### config.mk
export PLATFORM = sky130hd
export DESIGN_NAME = ctx_ring
export DESIGN_NICKNAME = d
export VERILOG_FILES = /design/src/rtl/ctx_ring_pkg.sv /design/src/rtl/ctx_slot.sv /design/src/rtl/ctx_seq.sv /design/src/rtl/ctx_ring.sv
export SDC_FILE = /design/constraint.sdc
export NUM_CORES = 1
export LEC_CHECK = 0
export ABC_CLOCK_PERIOD_IN_PS = 1700
export BUFFER_PORTS_ARGS = -buffer_cell sky130_fd_sc_hd__clkbuf_2
export CORE_ASPECT_RATIO = 2
export CORE_MARGIN = 1.5
export CORE_UTILIZATION = 53
export DETAILED_ROUTE_END_ITERATION = 16
export PLACE_DENSITY = 0.77
export SLEW_MARGIN = 20
export SYNTH_ARGS = -nofsm -noshare
export SYNTH_HDL_FRONTEND = slang
export SYNTH_SLANG_ARGS = --single-unit
### constraint.sdc
create_clock -name clk -period 1.7 [get_ports clk]
set_input_delay 0.255 -clock clk [delete_from_list [all_inputs] [get_ports clk]]
set_output_delay 0.255 -clock clk [all_outputs]
set_load 0.02 [all_outputs]
### src/rtl/ctx_ring_pkg.sv
package ctx_ring_pkg;
  localparam int A_W  = 8;
  localparam int X_W  = 8;
  localparam int CC_W = 5;
  localparam int SP_W = 5;
  localparam int PC_W = 12;

  typedef struct packed {
    logic [PC_W-1:0] pc;
    logic [SP_W-1:0] sp;
    logic [CC_W-1:0] ccr;
    logic [X_W-1:0]  x;
    logic [A_W-1:0]  a;
  } ctx_t;

  // next position around a ring of n tasks
  function automatic int unsigned wrap_inc(input int unsigned idx, input int unsigned n);
    return (idx + 1 >= n) ? 0 : idx + 1;
  endfunction

  // forward distance from one task to another around the ring
  function automatic int unsigned ring_dist(input int unsigned from, input int unsigned to,
                                            input int unsigned n);
    return (to >= from) ? (to - from) : (to + n - from);
  endfunction
endpackage

### src/rtl/ctx_slot.sv
module ctx_slot
  import ctx_ring_pkg::*;
(
  input  logic clk,
  input  logic rst_n,
  input  logic rot_en,
  input  ctx_t rot_in,
  input  logic ld_en,
  input  ctx_t ld_in,
  output ctx_t q
);
  always_ff @(posedge clk or negedge rst_n) begin
    if (!rst_n)      q <= '0;
    else if (rot_en) q <= rot_in;
    else if (ld_en)  q <= ld_in;
  end
endmodule

### src/rtl/ctx_seq.sv
module ctx_seq
  import ctx_ring_pkg::*;
#(
  parameter int NTASK = 7,
  parameter int TW    = (NTASK > 2) ? $clog2(NTASK) : 1
) (
  input  logic          clk,
  input  logic          rst_n,
  input  logic          sw_req,
  input  logic [TW-1:0] sw_task,
  output logic [TW-1:0] cur_task,
  output logic          busy,
  output logic          rotate,
  output logic          accept
);
  logic [TW-1:0] tgt_q;
  logic          in_range;

  assign in_range = int'(sw_task) < NTASK;
  assign busy     = (cur_task != tgt_q);
  assign rotate   = busy;
  assign accept   = sw_req && !busy && in_range;

  always_ff @(posedge clk or negedge rst_n) begin
    if (!rst_n) begin
      cur_task <= '0;
      tgt_q    <= '0;
    end else begin
      if (rotate)
        cur_task <= TW'(wrap_inc(int'(cur_task), NTASK));
      if (accept)
        tgt_q <= sw_task;
    end
  end
endmodule

### src/rtl/ctx_ring.sv
module ctx_ring
  import ctx_ring_pkg::*;
#(
  parameter int NTASK = 7,
  localparam int TW   = (NTASK > 2) ? $clog2(NTASK) : 1
) (
  input  logic            clk,
  input  logic            rst_n,
  input  logic            wr_a,
  input  logic            wr_x,
  input  logic            wr_ccr,
  input  logic            wr_sp,
  input  logic            wr_pc,
  input  logic [A_W-1:0]  din_a,
  input  logic [X_W-1:0]  din_x,
  input  logic [CC_W-1:0] din_ccr,
  input  logic [SP_W-1:0] din_sp,
  input  logic [PC_W-1:0] din_pc,
  input  logic            sw_req,
  input  logic [TW-1:0]   sw_task,
  output logic [A_W-1:0]  head_a,
  output logic [X_W-1:0]  head_x,
  output logic [CC_W-1:0] head_ccr,
  output logic [SP_W-1:0] head_sp,
  output logic [PC_W-1:0] head_pc,
  output logic            busy,
  output logic [TW-1:0]   cur_task
);
  ctx_t slot_q [NTASK];
  ctx_t wr_ctx;
  logic rotate;
  logic accept;
  logic wr_any;
  logic wr_go;

  ctx_seq #(.NTASK(NTASK), .TW(TW)) u_seq (
    .clk      (clk),
    .rst_n    (rst_n),
    .sw_req   (sw_req),
    .sw_task  (sw_task),
    .cur_task (cur_task),
    .busy     (busy),
    .rotate   (rotate),
    .accept   (accept)
  );

  assign wr_any = wr_a | wr_x | wr_ccr | wr_sp | wr_pc;
  assign wr_go  = wr_any && !busy;

  always_comb begin
    wr_ctx = slot_q[0];
    if (wr_a)   wr_ctx.a   = din_a;
    if (wr_x)   wr_ctx.x   = din_x;
    if (wr_ccr) wr_ctx.ccr = din_ccr;
    if (wr_sp)  wr_ctx.sp  = din_sp;
    if (wr_pc)  wr_ctx.pc  = din_pc;
  end

  for (genvar g = 0; g < NTASK; g++) begin : g_slot
    localparam int NXT = (g + 1) % NTASK;
    if (g == 0) begin : g_head
      ctx_slot u_slot (
        .clk(clk), .rst_n(rst_n), .rot_en(rotate), .rot_in(slot_q[NXT]),
        .ld_en(wr_go), .ld_in(wr_ctx), .q(slot_q[g])
      );
    end else begin : g_body
      ctx_slot u_slot (
        .clk(clk), .rst_n(rst_n), .rot_en(rotate), .rot_in(slot_q[NXT]),
        .ld_en(1'b0), .ld_in(wr_ctx), .q(slot_q[g])
      );
    end
  end

  assign head_a   = slot_q[0].a;
  assign head_x   = slot_q[0].x;
  assign head_ccr = slot_q[0].ccr;
  assign head_sp  = slot_q[0].sp;
  assign head_pc  = slot_q[0].pc;
endmodule

==> run summary, run 1 <==
==================================================================================================
Run status .......................................................................... finished with violations
Failing checks ...................................................................... negative setup slack
Clock sink total ....................................................................          272
Core region area ....................................................................  19900 sq um
Yosys warns .........................................................................            0
Leading post-synthesis cells by instance count ...................................... sky130_fd_sc_hd__dfrtp_1 (272), sky130_fd_sc_hd__mux2_1 (139), sky130_fd_sc_hd__mux2_2 (90)
Layout cells sized above 1 ..........................................................        35.2%
Most used standard cell by instance count after synthesis ........................... sky130_fd_sc_hd__dfrtp_1
Avg WL per Cell ..................................................................... 20.1 microns
Boundary pin count ..................................................................           91
Worst Setup End Kind ................................................................   output pin
Nets in the synthesized netlist .....................................................          747
Final cycle utilization of the critical path ........................................         112%
Share of the core filled with cells in the final layout .............................        64.2%
Maximum number of pins on one net before global-route repair ........................           61
DIE HEIGHT ..........................................................................  205 microns
Layout overhead on the synthesized area .............................................        18.7%
Proportion of total power due to net switching ......................................        35.0%
Iteration count of the initial detailed-routing pass ................................            5
Residual antenna-violating net count after detailed routing .........................            0
Largest stage delay on the critical path ............................................      0.45 ns
Clock power share ...................................................................        17.0%
Sequential cell area ................................................................   6810 sq um
Number of vias per cell after detailed routing ......................................         5.63
Critical path fanouts, max ..........................................................            2
TritonCTS clock tree ................................................................         done
Number of design-rule violations left by the first detailed-router iteration ........          241
Buffer type at the clock tree root .................................................. sky130_fd_sc_hd__clkbuf_16
Maximum capacitance violations ......................................................            0
Count of cell types in the netlist ..................................................           25
Sequential cell area fraction in the yosys report ...................................        63.2%
Antenna violations before repair ....................................................            0
Final routed DRC violation total ....................................................            0
Total of fill cells in the finished design ..........................................         1457
Placer's final routability congestion estimate ......................................        0.767
Headroom to the max-slew limit ......................................................        66.6%
Synth Register Bits .................................................................          272
Power share of the sequential group .................................................        38.5%
Setup ws final ......................................................................    -0.212 ns
Kind of cell with the highest combined delay on the critical path ...................   flip-flops
Slew at the pin closest to its max-slew limit .......................................     0.502 ns
NumNets Final .......................................................................          863
Synthesized instance count ..........................................................          696
Type of origin of the critical path .................................................    flip-flop
Worst slack after detailed placement ................................................   -0.0532 ns
Net Switching .......................................................................      10.9 mW
Avg Inst Size Synth .................................................................   15.5 sq um
Type of the setup path with the least slack ......................................... flip-flop to output pin
Via count ...........................................................................         6116
Width of the die ....................................................................  104 microns
Worst-path cell with the longest stage delay ........................................ sky130_fd_sc_hd__dfrtp_2
Buffers from clock root to sink, at most ............................................            3
Cell-internal power .................................................................      20.4 mW
Num CTS Buffers .....................................................................           23
Post-synthesis cell area ............................................................  10800 sq um
Share of synthesized flip-flops with an asynchronous set or reset ...................         100%
Worst IR drop on VDD ................................................................      1260 uV
Number of H-tree branching levels ...................................................            1
Critical path, cell by cell ......................................................... xnor2_4 > and3_4 > inv_8 > buf_6 > buf_8
All-layer global routing usage ......................................................        22.0%
Remaining global-route overflow .....................................................            0
Share of the synthesized area in the top cell type ..................................        63.2%
Post-detail-place hpwl .............................................................. 13700 microns
Count of buffers inserted at the top-level ports ....................................           90
Dominant cell type by area after synthesis .......................................... sky130_fd_sc_hd__dfrtp_1
Number of synthesized flops with an enable pin ......................................            0
Number of placement rows ............................................................           73
Clock latency of the later-clocked register in the worst-skew pair ..................      0.52 ns
Number of inserted diodes ...........................................................            0
Critical Path RT ....................................................................      1.44 ns
Number of global-route vias before repair ...........................................         6960
Wire length of the first global-routing pass ........................................ 36600 microns
Number of buffers and inverters on the critical path ................................            3
Biggest area contributors in the synthesized netlist ................................ sky130_fd_sc_hd__dfrtp_1 (63%), sky130_fd_sc_hd__mux2_1 (15%), sky130_fd_sc_hd__mux2_2 (9.4%)
Final setup violating endpoints .....................................................          222
Clock transition time at the flip-flop clock pins of the worst setup and hold paths .      0.07 ns
Max-slew violation count ............................................................            0
Starting Density ....................................................................        54.1%
Power per unit of standard cell area ................................................ 2450 nW/um^2
Leak Pwr ............................................................................      5.80 nW
Comb power frac .....................................................................        44.5%
Total Die Area ......................................................................  21200 sq um
Unrepaired setup endpoints after global routing .....................................         true
Most used DFF post-synth ............................................................ sky130_fd_sc_hd__dfrtp_1
Achievable frequency ................................................................      523 MHz
Hold Crit Class ..................................................................... primary input to flip-flop
Time the worst path needs with I/O delays and setup .................................      1.91 ns
Footprint of the multi-input gates ..................................................   3740 sq um
Number of failing hold endpoints at the final stage .................................            0
Drt total wl ........................................................................ 21900 microns
Data arrival time at the worst-slack endpoint .......................................      1.66 ns
Fin Clk Skew ........................................................................    0.0194 ns
==================================================================================================
[power by group through the flow]
| stage | Clock, mW | Combinational [mW] | Sequential [mW] |
|---|---|---|---|
| floorplan | 0 | 9.52 | 12.1 |
| global route | 5.69 | 15.1 | 12.5 |
| global placement | 0 | 12.2 | 11.9 |
| finish | 5.31 | 13.9 | 12.1 |
| CTS | 5.44 | 13.8 | 12.1 |
| detailed placement | 0 | 12.8 | 12.1 |
[per-layer routing]
layer | global-route usage (%) | vias to the layer above | wire length [microns]
met3 | 3.05 | 48 | 938
met2 | 41.3 | 144 | 12300
li1 | - | 2740 | -
met5 | 0 | - | 0
met4 | 9.62 | 0 | 733
met1 | 24.8 | 3184 | 7980
[metrics by stage]
stage	hold slack, ns	TNS [ns]	cell area (sq um)	power [mW]	instances
2_1_floorplan	-0.0406	-10.83	10900	21.6	696
3_3_place_gp	0.221	0	11700	24.1	1034
3_5_place_dp	0.225	-1.90	11700	24.9	1034
4_1_cts	0.0231	-27.68	12700	31.3	1084
5_1_grt	0.0482	-42.08	12800	33.2	1087
6_report	0.0404	-31.87	12800	31.3	1087
[state kept, by name, indices dropped and copies added (netlist names)]
name                    cells
g_slot.g_head.u_slot.q     38
u_seq.cur_task              3
u_seq.tgt_q                 3
g_slot.g_body.u_slot.q    228
[layout by cell type (no fill, tap or decap)]
| master | Yosys | layout |
|---|---|---|
| sky130_fd_sc_hd__a21oi_1 | 39 | 39 |
| sky130_fd_sc_hd__clkbuf_16 | 0 | 23 |
| sky130_fd_sc_hd__xnor2_4 | 0 | 3 |
| sky130_fd_sc_hd__bufbuf_16 | 0 | 2 |
| sky130_fd_sc_hd__o41ai_2 | 0 | 1 |
| sky130_fd_sc_hd__nand2b_1 | 1 | 1 |
| sky130_fd_sc_hd__and3_4 | 0 | 1 |
| sky130_fd_sc_hd__clkbuf_2 | 0 | 88 |
| sky130_fd_sc_hd__mux2i_1 | 38 | 38 |
| sky130_fd_sc_hd__nand3b_1 | 1 | 1 |
| sky130_fd_sc_hd__clkinvlp_4 | 0 | 1 |
| sky130_fd_sc_hd__dfrtp_1 | 272 | 266 |
| sky130_fd_sc_hd__mux2_4 | 0 | 19 |
| sky130_fd_sc_hd__clkbuf_1 | 13 | 2 |
| sky130_fd_sc_hd__a21boi_0 | 4 | 4 |
| sky130_fd_sc_hd__clkinv_2 | 0 | 4 |
| sky130_fd_sc_hd__a32o_1 | 2 | 2 |
| sky130_fd_sc_hd__ha_1 | 2 | 2 |
| sky130_fd_sc_hd__buf_4 | 0 | 22 |
| sky130_fd_sc_hd__dlygate4sd3_1 | 0 | 5 |
| sky130_fd_sc_hd__mux2_1 | 139 | 120 |
| sky130_fd_sc_hd__xor2_1 | 1 | 1 |
| sky130_fd_sc_hd__nor2_1 | 3 | 3 |
| sky130_fd_sc_hd__nand4_1 | 1 | 1 |
| sky130_fd_sc_hd__buf_12 | 0 | 11 |
| sky130_fd_sc_hd__mux2_2 | 90 | 90 |
| sky130_fd_sc_hd__buf_6 | 16 | 4 |
| sky130_fd_sc_hd__clkbuf_8 | 0 | 6 |
| sky130_fd_sc_hd__bufinv_16 | 0 | 2 |
| sky130_fd_sc_hd__inv_8 | 0 | 1 |
| sky130_fd_sc_hd__inv_1 | 4 | 4 |
| sky130_fd_sc_hd__buf_8 | 0 | 3 |
| sky130_fd_sc_hd__nand2_1 | 2 | 2 |
| sky130_fd_sc_hd__a41oi_1 | 3 | 3 |
| sky130_fd_sc_hd__dfrtp_2 | 0 | 6 |
| sky130_fd_sc_hd__buf_16 | 0 | 3 |
| sky130_fd_sc_hd__a31oi_1 | 41 | 41 |
[final cells by class]
cell class	count	share of cell area [%]
sequential	272	53.3
timing repair buffer	138	8.72
inverter	5	0.206
clock inverter	7	0.686
tap	262	2.57
multi-input combinational	372	29.3
clock buffer	31	5.21
[cells by family (layout without fill, tap and decap cells)]
family,count (synthesis),after routing,synth area share (%)
buf+inv,52,181,3.09
compound gates,90,90,4.99
xor+xnor,4,4,0.535
simple gates,9,9,0.419
fa+ha+maj,2,2,0.232
flops,272,272,63.2
mux,267,267,27.5
[path summary, 6_finish.rpt]
kind,endpoint,depth (start not counted),from,slack (ns)
max in group asynchronous,g_slot[0].g_head.u_slot.q[0]$_DFFE_PN0P_,3,rst_n,0.79
hold / removal,g_slot[0].g_head.u_slot.q[32]$_DFFE_PN0P_,3,din_pc[6],0.04
hold reg to reg,g_slot[2].g_body.u_slot.q[31]$_DFFE_PN0P_,1,g_slot[3].g_body.u_slot.q[31]$_DFFE_PN0P_,0.48
setup reg to reg,g_slot[5].g_body.u_slot.q[35]$_DFFE_PN0P_,5,u_seq.cur_task[0]$_DFFE_PN0P_,-0.20
setup / recovery,busy,5,u_seq.cur_task[0]$_DFFE_PN0P_,-0.21
min in group asynchronous,g_slot[1].g_body.u_slot.q[22]$_DFFE_PN0P_,2,rst_n,0.26
[worst register-to-register path: cells and delay by family, from the launching register on]
family,cells,cell delay [ns]
multiplexers,1,0.34
flip-flops,1,0.45
AND/OR/NAND/NOR,1,0.24
XOR/XNOR,1,0.18
buffers and inverters,2,0.57
[what timing repair did]
item                                    in CTS  in global routing
resized for setup                           13                  7
setup buffers                                4                  3
endpoints found under the setup margin     160                231
hold endpoints to repair                    54                  0
hold buffers                                 5                  0
pin swaps                                    3                  4
cloned                                       4                  0
No activity file was read; power rests on OpenSTA's default activity.
==> run 2: changes to the inputs <==
- CELL_PAD_IN_SITES_DETAIL_PLACEMENT: not set -> 1
- CELL_PAD_IN_SITES_GLOBAL_PLACEMENT: not set -> 2
- CORE_UTILIZATION: 53 -> 39
==> run 2 against run 1 <==
Compared with the run above:
- the flow still finishes with violations (negative setup slack)
- final cell count grew 10%
- sequential power is essentially flat
- wire length grew 24%
- fmax shrank 2.5%
- setup slack lost 0.049 ns
- sequential share of layout area shrank 2.6 points
- final area grew 5.2%
- hold slack lost 0.022 ns
- register-to-register slack is essentially flat
- highest routed layer unchanged
==> run summary, run 2 (synthesized netlist as in run 1, its figures left out) <==
==================================================================================================
Run status .......................................................................... finished with violations
Failing checks ...................................................................... negative setup slack
Critical path fanouts, max ..........................................................            2   unchanged
Buffer type at the clock tree root .................................................. sky130_fd_sc_hd__clkbuf_16
Post-detail-place hpwl .............................................................. 15400 microns   +13%
Number of design-rule violations left by the first detailed-router iteration ........          289   +20%
Number of failing hold endpoints at the final stage .................................            0   unchanged
Largest regs ........................................................................ g_slot.g_body.u_slot.q x228, g_slot.g_head.u_slot.q x38
Critical Path RT ....................................................................      1.44 ns   about the same
Clock transition time at the flip-flop clock pins of the worst setup and hold paths .      0.07 ns   about the same
Final setup TNS .....................................................................    -26.48 ns   +5.40 ns
Number of placement rows ............................................................           85   +16%
Final non-filler cell total .........................................................         1200   +10%
Layout cells sized above 1 ..........................................................        37.9%   +2.8 points
NumNets Final .......................................................................          886   +2.7%
TritonCTS clock tree ................................................................         done
Worst R2R Setup Slack ...............................................................     -0.21 ns   about the same
Largest stage delay on the critical path ............................................      0.44 ns   about the same
Width of the die ....................................................................  120 microns   +16%
Avg WL per Cell ..................................................................... 22.6 microns   +12%
Number of buffers and inverters on the critical path ................................            3   unchanged
Critical path, cell by cell ......................................................... xnor2_4 > and3_4 > inv_8 > buf_12 > buf_8
Wire length of the first global-routing pass ........................................ 40300 microns   +10%
Type of origin of the critical path .................................................    flip-flop
Time the worst path needs with I/O delays and setup .................................      1.96 ns   +0.0486 ns
Final setup violating endpoints .....................................................          228   +2.7%
Residual antenna-violating net count after detailed routing .........................            0   unchanged
Unrepaired setup endpoints after global routing .....................................         true
Kind of cell with the highest combined delay on the critical path ...................   flip-flops
Final cycle utilization of the critical path ........................................         115%   +2.9 points
Core region area ....................................................................  27000 sq um   +36%
Power per unit of standard cell area ................................................ 2550 nW/um^2   +4.2%
Most used cells in the layout excluding fill and tap cells .......................... sky130_fd_sc_hd__dfrtp_1 (266), sky130_fd_sc_hd__mux2_1 (120), sky130_fd_sc_hd__clkbuf_2 (88)
Slew at the pin closest to its max-slew limit .......................................     0.599 ns   +0.0978 ns
Iteration count of the initial detailed-routing pass ................................            4   -1
Setup ws final ......................................................................    -0.261 ns   -0.0486 ns
Leading cell type in the layout, fill and taps excluded ............................. sky130_fd_sc_hd__dfrtp_1
Total of fill cells in the finished design ..........................................         2652   +82%
Register with the most flip-flops ................................................... g_slot.g_body.u_slot.q
Number of vias per cell after detailed routing ......................................         5.33   -5.2%
Number of global-route vias before repair ...........................................         7397   +6.3%
Antenna violations before repair ....................................................            0   unchanged
Placed cell count ...................................................................         1119   +8.2%
Headroom to the max-slew limit ......................................................        60.0%   -6.5 points
Total non-filler cell area in the finished layout ...................................  13400 sq um   +5.2%
Largest register FFs ................................................................          228   unchanged
Fin Clk Skew ........................................................................    0.0127 ns   -0.00665 ns
Count of buffers inserted at the top-level ports ....................................           90   unchanged
Worst Setup End Kind ................................................................   output pin
Drt total wl ........................................................................ 27100 microns   +24%
Layout overhead on the synthesized area .............................................        24.8%
Remaining global-route overflow .....................................................            0   unchanged
Share of the core filled with cells in the final layout .............................        49.7%   -14 points
Worst IR drop on VDD ................................................................      1170 uV   -6.9%
Cell Area, Placed ...................................................................  11800 sq um   +0.85%
Placer's final routability congestion estimate ......................................        0.709   -7.5%
Total Die Area ......................................................................  28700 sq um   +35%
Num CTS Buffers .....................................................................           25   +8.7%
Final routed DRC violation total ....................................................            0   unchanged
Achievable frequency ................................................................      510 MHz   -2.5%
Boundary pin count ..................................................................           91   unchanged
All-layer global routing usage ......................................................        18.1%   -3.9 points
Maximum capacitance violations ......................................................            0   unchanged
Buffers from clock root to sink, at most ............................................            3   unchanged
Starting Density ....................................................................        39.8%   -14 points
Data arrival time at the worst-slack endpoint .......................................      1.71 ns   +0.05 ns
Number of H-tree branching levels ...................................................            1   unchanged
Clock latency of the later-clocked register in the worst-skew pair ..................      0.54 ns   +0.02 ns
Hold Crit Class ..................................................................... primary input to flip-flop
Number of inserted diodes ...........................................................            0   unchanged
Leak Pwr ............................................................................      6.05 nW   +4.3%
Maximum number of pins on one net before global-route repair ........................           56   -8.2%
Via count ...........................................................................         6400   +4.6%
Type of the setup path with the least slack ......................................... flip-flop to output pin
Worst-path cell with the longest stage delay ........................................ sky130_fd_sc_hd__dfrtp_2
DIE HEIGHT ..........................................................................  238 microns   +16%
Clock sink total ....................................................................          272   unchanged
Final Total Pwr .....................................................................      34.3 mW   +9.6%
Max-slew violation count ............................................................            0   unchanged
==================================================================================================
run 2: cell count changes in the layout (fill, tap and decap cells not counted), moves of 3 or more:
cell and delta:
sky130_fd_sc_hd__buf_4 +3, sky130_fd_sc_hd__clkbuf_1 +5, sky130_fd_sc_hd__mux2_4 +15, sky130_fd_sc_hd__clkbuf_16 +9, sky130_fd_sc_hd__buf_8 +4, sky130_fd_sc_hd__buf_6 +4, sky130_fd_sc_hd__mux2_2 -15, sky130_fd_sc_hd__clkbuf_8 -3
sky130_fd_sc_hd__buf_16 +6, sky130_fd_sc_hd__clkinvlp_4 +3, sky130_fd_sc_hd__a21oi_1 -9, sky130_fd_sc_hd__a21oi_2 +9
run 2: worst paths after layout:
path	startpoint	end	depth (start not counted)
min	din_pc[1]	g_slot[0].g_head.u_slot.q[27]$_DFFE_PN0P_	3
min in group asynchronous	rst_n	g_slot[6].g_body.u_slot.q[23]$_DFFE_PN0P_	2
max reg2reg	u_seq.tgt_q[1]$_DFFE_PN0P_	g_slot[5].g_body.u_slot.q[6]$_DFFE_PN0P_	7
min reg2reg	g_slot[4].g_body.u_slot.q[30]$_DFFE_PN0P_	g_slot[4].g_body.u_slot.q[30]$_DFFE_PN0P_	1
max in group asynchronous	rst_n	g_slot[0].g_head.u_slot.q[32]$_DFFE_PN0P_	3
max	u_seq.tgt_q[1]$_DFFE_PN0P_	busy	5
run 2: worst register-to-register path, stage by stage, from the launching register on:
cell and delay, ns:
sky130_fd_sc_hd__dfrtp_2 0.44, sky130_fd_sc_hd__xnor2_4 0.19, sky130_fd_sc_hd__and3_4 0.25, sky130_fd_sc_hd__buf_4 0.13
sky130_fd_sc_hd__buf_12 0.13, sky130_fd_sc_hd__buf_12 0.14, sky130_fd_sc_hd__clkbuf_16 0.17, sky130_fd_sc_hd__mux2_2 0.34
run 2: layout make-up:
class	count	area, sq um	share of cell area (%)
Clock buffer	35	693	5.16
Clock inverter	9	83.8	0.624
Inverter	5	26.3	0.196
Multi-Input combinational cell	372	3870	28.8
Sequential cell	272	6810	50.7
Tap cell	348	435	3.24
Timing Repair Buffer	159	1510	11.2
run 2: repair_timing:
action	CTS	global route
hold buffers	5	0
endpoints found under the setup margin	113	261
pin swaps	3	6
cloned	6	7
buffers inserted	7	15
gates resized for setup	13	55
hold endpoints to repair	47	0
run 2: metal layers:
| layer | global-route usage [%] | vias to the layer above | share of wire (%) |
|---|---|---|---|
| li1 | - | 2797 | - |
| met1 | 19.8 | 3425 | 37 |
| met2 | 35.0 | 121 | 57 |
| met3 | 2.01 | 57 | 2.5 |
| met4 | 6.84 | 0 | 4.0 |
| met5 | 0 | - | 0 |
run 2: power breakdown:
part,switching [mW],internal [mW]
combinational,7.87,8.72
sequential,2.14,10.1
clock,2.47,3.01
total,12.5,21.8
run 2: through the flow:
stage / setup slack, ns / hold slack, ns
global route: -0.299 / 0.0250
floorplan: -0.0768 / -0.0406
finish: -0.261 / 0.0182
detailed placement: -0.0478 / 0.217
CTS: -0.258 / 0.00992
global placement: 0.0148 / 0.210
